## src/rtl/bsw_pkg.sv

```systemverilog
package bsw_pkg;
  localparam int ADDR_W  = 6;
  localparam int LANES   = 4;
  localparam int LANE_W  = 8;
  localparam int DATA_W  = LANES * LANE_W;
  localparam int BURST_W = 2;
  localparam int DEPTH   = 1 << ADDR_W;

  typedef struct packed {
    logic              wrEn;
    logic [LANES-1:0]  laneWe;
    logic [ADDR_W-1:0] wrAddr;
    logic [ADDR_W-1:0] rdAddr;
    logic              driveOk;
  } bswStrb_t;
endpackage

```

## src/rtl/bsw_ctrl.sv

```systemverilog
module bsw_ctrl
  import bsw_pkg::*;
(
  input  logic              clk,
  input  logic              rstN,
  input  logic              procStartN,
  input  logic              ctrlStartN,
  input  logic              advN,
  input  logic              chipSelN,
  input  logic              globalWrN,
  input  logic              byteWrN,
  input  logic [LANES-1:0]  laneWrN,
  input  logic              outEnN,
  input  logic              linearMode,
  input  logic [ADDR_W-1:0] addr,
  output bswStrb_t          strb
);
  logic              selQ;
  logic [ADDR_W-1:0] baseQ;
  logic [BURST_W-1:0] cntQ;
  logic [BURST_W-1:0] lowSeq;
  logic [ADDR_W-1:0] curAddr;
  logic [LANES-1:0]  laneReq;
  logic              procStart, ctrlStart, deselect, contCycle, anyReq;

  assign procStart = !procStartN && !chipSelN;
  assign ctrlStart = procStartN && !ctrlStartN && !chipSelN;
  assign deselect  = chipSelN && (!procStartN || !ctrlStartN);
  assign contCycle = procStartN && ctrlStartN && selQ;

  for (genvar g = 0; g < LANES; g++) begin : gLaneReq
    assign laneReq[g] = !globalWrN || (!byteWrN && !laneWrN[g]);
  end
  assign anyReq = |laneReq;

  always_comb begin
    if (linearMode) lowSeq = baseQ[BURST_W-1:0] + cntQ;
    else            lowSeq = baseQ[BURST_W-1:0] ^ cntQ;
  end
  assign curAddr = {baseQ[ADDR_W-1:BURST_W], lowSeq};

  always_comb begin
    strb.wrEn    = (ctrlStart || contCycle) && anyReq;
    strb.laneWe  = strb.wrEn ? laneReq : '0;
    strb.wrAddr  = ctrlStart ? addr : curAddr;
    strb.rdAddr  = curAddr;
    strb.driveOk = selQ && !outEnN && !anyReq;
  end

  always_ff @(posedge clk or negedge rstN) begin
    if (!rstN) begin
      selQ  <= 1'b0;
      baseQ <= '0;
      cntQ  <= '0;
    end else if (procStart || ctrlStart) begin
      selQ  <= 1'b1;
      baseQ <= addr;
      cntQ  <= '0;
    end else if (deselect) begin
      selQ  <= 1'b0;
    end else if (contCycle && !advN) begin
      cntQ  <= cntQ + 1'b1;
    end
  end

  AST_PROC_LOADS_ADDR: assert property (@(posedge clk) disable iff (!rstN)
    procStart |=> strb.rdAddr == $past(addr));
  AST_PROC_FIRST_NO_WRITE: assert property (@(posedge clk) disable iff (!rstN)
    procStart |-> !strb.wrEn);
  AST_CTRL_ADV_IGNORED: assert property (@(posedge clk) disable iff (!rstN)
    (ctrlStart && !advN) |=> strb.rdAddr == $past(addr));
  AST_PROC_PRIORITY: assert property (@(posedge clk) disable iff (!rstN)
    (!procStartN && !ctrlStartN && !chipSelN) |-> !strb.wrEn);
  AST_ADV_STEPS: assert property (@(posedge clk) disable iff (!rstN)
    (contCycle && !advN) |=> strb.rdAddr != $past(strb.rdAddr));
  AST_DESELECT_QUIET: assert property (@(posedge clk) disable iff (!rstN)
    deselect |=> !strb.driveOk && !strb.wrEn);
endmodule

```

## src/rtl/bsw_datapath.sv

```systemverilog
module bsw_datapath
  import bsw_pkg::*;
(
  input  logic              clk,
  input  logic              rstN,
  input  bswStrb_t          strb,
  input  logic [DATA_W-1:0] dataIn,
  output logic [DATA_W-1:0] dataOut,
  output logic              dataOe
);
  logic [DATA_W-1:0] mem [DEPTH];

  for (genvar g = 0; g < LANES; g++) begin : gLaneWr
    always_ff @(posedge clk) begin
      if (strb.laneWe[g])
        mem[strb.wrAddr][g*LANE_W +: LANE_W] <= dataIn[g*LANE_W +: LANE_W];
    end
  end

  assign dataOut = mem[strb.rdAddr];
  assign dataOe  = strb.driveOk;

  logic              prevWr;
  logic [LANES-1:0]  prevLaneWe;
  logic [ADDR_W-1:0] prevAddr;
  logic [DATA_W-1:0] prevWord;
  always_ff @(posedge clk or negedge rstN) begin
    if (!rstN) begin
      prevWr     <= 1'b0;
      prevLaneWe <= '0;
      prevAddr   <= '0;
      prevWord   <= '0;
    end else begin
      prevWr     <= strb.wrEn;
      prevLaneWe <= strb.laneWe;
      prevAddr   <= strb.wrAddr;
      prevWord   <= mem[strb.wrAddr];
    end
  end

  for (genvar g = 0; g < LANES; g++) begin : gLaneChk
    AST_UNSEL_LANE_KEPT: assert property (@(posedge clk) disable iff (!rstN)
      (prevWr && !prevLaneWe[g]) |->
        mem[prevAddr][g*LANE_W +: LANE_W] == prevWord[g*LANE_W +: LANE_W]);
  end

  AST_BUS_OFF_ON_WRITE: assert property (@(posedge clk) disable iff (!rstN)
    strb.wrEn |-> !dataOe);
endmodule

```

## src/rtl/bsw_top.sv

```systemverilog
module bsw_top
  import bsw_pkg::*;
(
  input  logic              clk,
  input  logic              rstN,
  input  logic              procStartN,
  input  logic              ctrlStartN,
  input  logic              advN,
  input  logic              chipSelN,
  input  logic              globalWrN,
  input  logic              byteWrN,
  input  logic [LANES-1:0]  laneWrN,
  input  logic              outEnN,
  input  logic              linearMode,
  input  logic [ADDR_W-1:0] addr,
  input  logic [DATA_W-1:0] dataIn,
  output logic [DATA_W-1:0] dataOut,
  output logic              dataOe
);
  bswStrb_t strb;

  bsw_ctrl uCtrl (
    .clk(clk), .rstN(rstN), .procStartN(procStartN), .ctrlStartN(ctrlStartN),
    .advN(advN), .chipSelN(chipSelN), .globalWrN(globalWrN), .byteWrN(byteWrN),
    .laneWrN(laneWrN), .outEnN(outEnN), .linearMode(linearMode), .addr(addr),
    .strb(strb)
  );

  bsw_datapath uData (
    .clk(clk), .rstN(rstN), .strb(strb), .dataIn(dataIn),
    .dataOut(dataOut), .dataOe(dataOe)
  );
endmodule

```

## config.mk

```make
export PLATFORM = sky130hd
export DESIGN_NAME = bsw_top
export DESIGN_NICKNAME = d
export VERILOG_FILES = /design/src/rtl/bsw_pkg.sv /design/src/rtl/bsw_ctrl.sv /design/src/rtl/bsw_datapath.sv /design/src/rtl/bsw_top.sv
export SDC_FILE = /design/constraint.sdc
export NUM_CORES = 2
export LEC_CHECK = 0
export BUFFER_PORTS_ARGS = -buffer_cell sky130_fd_sc_hd__buf_2
export CORE_MARGIN = 2
export CORE_UTILIZATION = 30
export DETAILED_ROUTE_END_ITERATION = 8
export REMOVE_ABC_BUFFERS = 1
export SYNTH_ARGS = -nofsm -noshare
export SYNTH_HDL_FRONTEND = slang
export SYNTH_SLANG_ARGS = --single-unit
```

## constraint.sdc

```tcl
create_clock -name clk -period 3.1 [get_ports clk]
set_clock_uncertainty 0.05 [all_clocks]
set_input_delay 0.62 -clock clk [delete_from_list [all_inputs] [get_ports clk]]
set_output_delay 0.62 -clock clk [all_outputs]
set_load 0.03 [all_outputs]
```

### Yosys cells after proc, flatten, opt, wreduce, memory -nomap -nowiden

Memory sizes are Yosys's and may differ from the RTL's.
Cells that the tools add are included.

* register bits: 9
* bits in writable memories: 2048
* word-level logic and storage cells: 61
* memories kept: 1

* $add $sub $neg: 2
* equality and inequality tests: 1
* muxes and demuxes: 16
* bitwise operators: 1
* reduce and logical (&&, ||, !) cells: 37

Memories
* uData.mem: words 64, bits a word 32, rd ports 1, clocked after Yosys merged registers in 0, wr ports 1, line bsw_datapath.sv:11 `logic [DATA_W-1:0] mem [DEPTH];`

Operators by type and width (count)
* logical AND 1 bit: 14
* zero test 1 bit: 12
* two-way mux 1 bit: 10
* two-way mux 2 bit: 4
* logical OR 1 bit: 7
* two-way mux 6 bit: 1
* two-way mux 4 bit: 1
* nonzero test 2 bit: 2
* OR reduction 4 bit: 1
* adder 2 x 1 -> 2 bit, second input constant: 1
* adder 2 bit: 1
* != test 2 bit, second input constant: 1
* AND reduction 2 bit: 1
* bitwise XOR 2 bit: 1

### Logic depth before layout (Yosys ltp)

* depth in word-level cells: 8
* mapped depth: 12
* depth with buffers taken out: 7

### Hierarchy

A second synthesis with hierarchy kept.

* cell total of the unflattened synthesis: 3973
* area, all modules: 81627.0 um2

Modules (own cells, without submodules)
* bsw_datapath: times used 1, cells an instance 3918, area an instance 81003.9 um2
* bsw_ctrl: times used 1, cells an instance 55, area an instance 623.1 um2

### Worst setup path after synthesis

No wires, ideal clock.

* path kind: reg2out
* start: register uCtrl.cntQ[0]
* end: output port dataOut[10]
* data arrival time: 2858 ps
* setup slack: -428 ps
* cell stages (with the launch flop): 11
* path buffers: 6
* path through: dfrtp_1 -> ha_1 -> buf_2 -> buf_4 -> buf_4 -> buf_4 -> buf_4 -> clkbuf_1 -> mux2i_1 -> o221ai_1 -> a22oi_1

* cells in the longest elaborated chain, start to end: 3
* elaborated cells between the ends (all ways): 4
* those cells by class: add/sub (1); mux (1); bitwise (1); memory (1)

RTL lines
* start: declaration: line bsw_ctrl.sv:20 `logic [BURST_W-1:0] cntQ;`
* start signal: assignment: line bsw_ctrl.sv:62 `cntQ <= cntQ + 1'b1;`
* adder 2 bit or bitwise XOR 2 bit (tied branches): line bsw_ctrl.sv:37, bsw_ctrl.sv:38
* two-way mux 2 bit *: line bsw_ctrl.sv:37 `if (linearMode) lowSeq = baseQ[BURST_W-1:0] + cntQ;`
* memory (64 x 32 bit) *
* end: declaration: line bsw_top.sv:17 `output logic [DATA_W-1:0] dataOut,`

Mark *: on every way between the ends. The rest lies on a longest branch, timed or not.

### Worst setup path after layout

* start: register uCtrl.cntQ[1]
* end: output port dataOut[29]

Same word-level chain as after synthesis.

==> results.json <==
{
  "status": "finished, violations left",
  "violations": "setup timing",
  "path_buf_inv": 8,
  "hold_class": "input port to register",
  "cts_htree_levels": 4,
  "finalCoreUtilization": 0.384,
  "crit_top_cell": "buf_12",
  "grt_pass1_wl_mm": 375,
  "insertion_delay_ns": 0.83,
  "cp.arrival_ns": 3.71,
  "timing.fmax_mhz": 228,
  "clock_path_buffers": 3,
  "hold_viol_final": 0,
  "end_kind": "output pin",
  "ys_seq_area_frac": 0.730,
  "timing.final.crit_share": 1.41,
  "dr.pass1.iters": 8,
  "synth_warnings": 0,
  "required_ns": 2.43,
  "cap_viol_max_count": 0,
  "cts_root_buf": "clkbuf_16",
  "drive_above_1_share": 0.339,
  "finalSetupViolations": 32,
  "syn_area_sq_mm": 0.0846,
  "crit_fanout": 5,
  "final_nets": 5961,
  "syn_to_final_growth_pct": 27.0,
  "critPathTopFamily": "buffers and inverters",
  "synth_ff_type": "edfxtp_1",
  "grt_antenna_before_repair": 15,
  "synthArstFlopShare": 0.00438,
  "cts_made_buffers": 202,
  "wl_mm": 266,
  "synthesis.area_per_instance_sq_um": 16.7,
  "die_area_sq_mm": 0.286,
  "path_cells": "buf_12 > xnor2_4 > buf_12 > xnor2_4 > buf_8 > buf_12 > buf_12 > buf_16 > mux4_2 > mux2_4 > o21ai_4 > a22oi_1 > buf_4 > buf_6",
  "maxSlewHeadroom": 0.218,
  "clock-sinks": 2057,
  "power_density_mw_per_mm2": 630,
  "max_stage_delay_ns": 0.41,
  "cp_slowest_cell": "dfrtp_1",
  "row_count": 194,
  "portBuffers": 84,
  "gp_congestion": 0.941,
  "fin_tns_setup_ns": -38.47,
  "finalMaxSlewViolations": 0,
  "core-area_sq_mm": 0.280,
  "drcViolationCount": 0,
  "cts_tree": "yes",
  "post_drt_wl_per_cell_microns": 27.1,
  "synth-edff-count": 2048,
  "ir_worst_vdd_uv": 611,
  "cp-start-kind": "register",
  "die_x_microns": 535,
  "drtAntennaViolNets": 0,
  "viasPerCell": 5.38,
  "rsz0062_at_grt": "true",
  "clk_pin_slew_ns": 0.06,
  "via_count": 52648,
  "synth_cells": 5071,
  "start_util": 0.302,
  "min_period_ns": 4.38,
  "grt_overflow": 0,
  "synth_cell_types": 51,
  "fin_ws_ns": -1.28,
  "io_pins": 85,
  "grt_max_degree": 65,
  "critPathKind": "register to output pin",
  "die_h_microns": 535,
  "p_leak_nw": 35.1,
  "grt_pass1_vias": 51472,
  "hpwl_mm": 175,
  "drtIter0Drc": 6968,
  "synth-seq-cells": 2057,
  "worstMarginPinSlew_ns": 1.17,
  "grt_usage": 0.180
}
cell usage after synthesis (62+ instances only):
master	instances	area, sq um
edfxtp_1	2048	61500
nand2_1	646	2420
nor2_1	340	1280
mux4_2	335	7540
mux2i_1	263	2630
a31oi_1	193	1210
clkbuf_1	184	691
a21oi_1	130	651
o21ai_0	119	596
buf_2	112	561
nor3_1	103	515
a311oi_1	64	561
o31ai_1	64	480
mux2_2	62	698
cells in the final DEF (no fill, tap or decap), drive strengths merged, types with 89 or more instances in the layout:
master / count
nor2: 347
mux4: 335
clkbuf: 260
mux2i: 263
a31oi: 193
nor3: 103
a21oi: 130
edfxtp: 2048
nand2: 646
buf: 983
clkinv: 89
o21ai: 142
layout make-up:
| type | instances | area, sq um |
|---|---|---|
| sequential | 2057 | 61700 |
| multi-input combinational | 2640 | 23700 |
| antenna | 3 | 7.51 |
| inverter | 7 | 27.5 |
| clock buffer | 252 | 5290 |
| timing repair buffer | 1000 | 11100 |
| fill | 25263 | 172000 |
| clock inverter | 111 | 907 |
| tap | 3724 | 4660 |
routing by layer:
metal / up-vias / share of wire / GRT usage
li1: 22000 / - / -
met1: 27571 / 0.41 / 0.250
met2: 2637 / 0.46 / 0.283
met3: 436 / 0.10 / 0.0384
met4: 4 / 0.033 / 0.0565
met5: - / 0.00041 / 0
power breakdown:
| part | total [mW] | switching, mW | internal [mW] |
|---|---|---|---|
| combinational | 13.6 | 7.39 | 6.18 |
| sequential | 30.7 | 0.0537 | 30.7 |
| clock | 23.4 | 10.4 | 13.0 |
state kept, by name (all words and copies together) (netlist names):
name	flops
uCtrl.cntQ	2
uCtrl.baseQ	6
uCtrl.selQ	1
uData.mem	2048
what timing repair did:
item,CTS,global route
pin swaps,53,79
gates resized for setup,496,248
endpoints found under the setup margin,1447,882
hold buffers,4,0
cloned,28,8
hold endpoints to repair,12,0
setup buffers,71,30
worst reg2reg max path, stage by stage, from the launching register on:
cell	delay (ns)
dfrtp_1	0.42
ha_4	0.32
buf_12	0.17
buf_16	0.18
buf_12	0.18
mux2i_1	0.22
nor2_2	0.16
buf_4	0.17
nand2_1	0.22
buf_4	0.27
nor2_1	0.19
buf_4	0.23
final timing paths:
kind                                 from           endpoint  slack, ns  depth (start not counted)
min in group asynchronous            rstN         uCtrl.selQ       0.17                          2
min reg2reg                uCtrl.baseQ[0]     uCtrl.baseQ[0]       0.54                          1
min                               addr[1]     uCtrl.baseQ[1]       0.10                          2
max reg2reg                 uCtrl.cntQ[0]  uData.mem[17][21]       0.01                         11
max in group asynchronous            rstN     uCtrl.baseQ[2]       2.51                          2
max                         uCtrl.cntQ[1]        dataOut[29]      -1.28                         14
metrics by stage:
step                hold slack [ns]  total power, mW  worst slack, ns  area, sq um  instances
floorplan                     0.274             37.8           -26.67        82900       4704
global placement              0.493             42.1           -0.863        96200       9302
detailed placement            0.502             42.2           -0.886        96200       9302
CTS                          0.0501             67.4            -1.33       106000       9762
global route                 0.0620             69.7            -1.38       107000       9792
finish                        0.100             67.7            -1.28       107000       9794
cell families (layout without fill, tap and decap cells):
logic type	count (synthesis)	after routing	share of synthesized area
AO/OA/AOI/OAI	866	866	0.0696
XOR/XNOR	4	4	0.000814
adder cells (fa/ha/maj)	1	1	0.000148
buffers and inverters	374	1370	0.0197
flip-flops	2057	2057	0.730
multiplexers	660	660	0.129
other	0	3	0
AND/OR/NAND/NOR	1109	1109	0.0514
No activity file was read; power rests on OpenSTA's default activity.
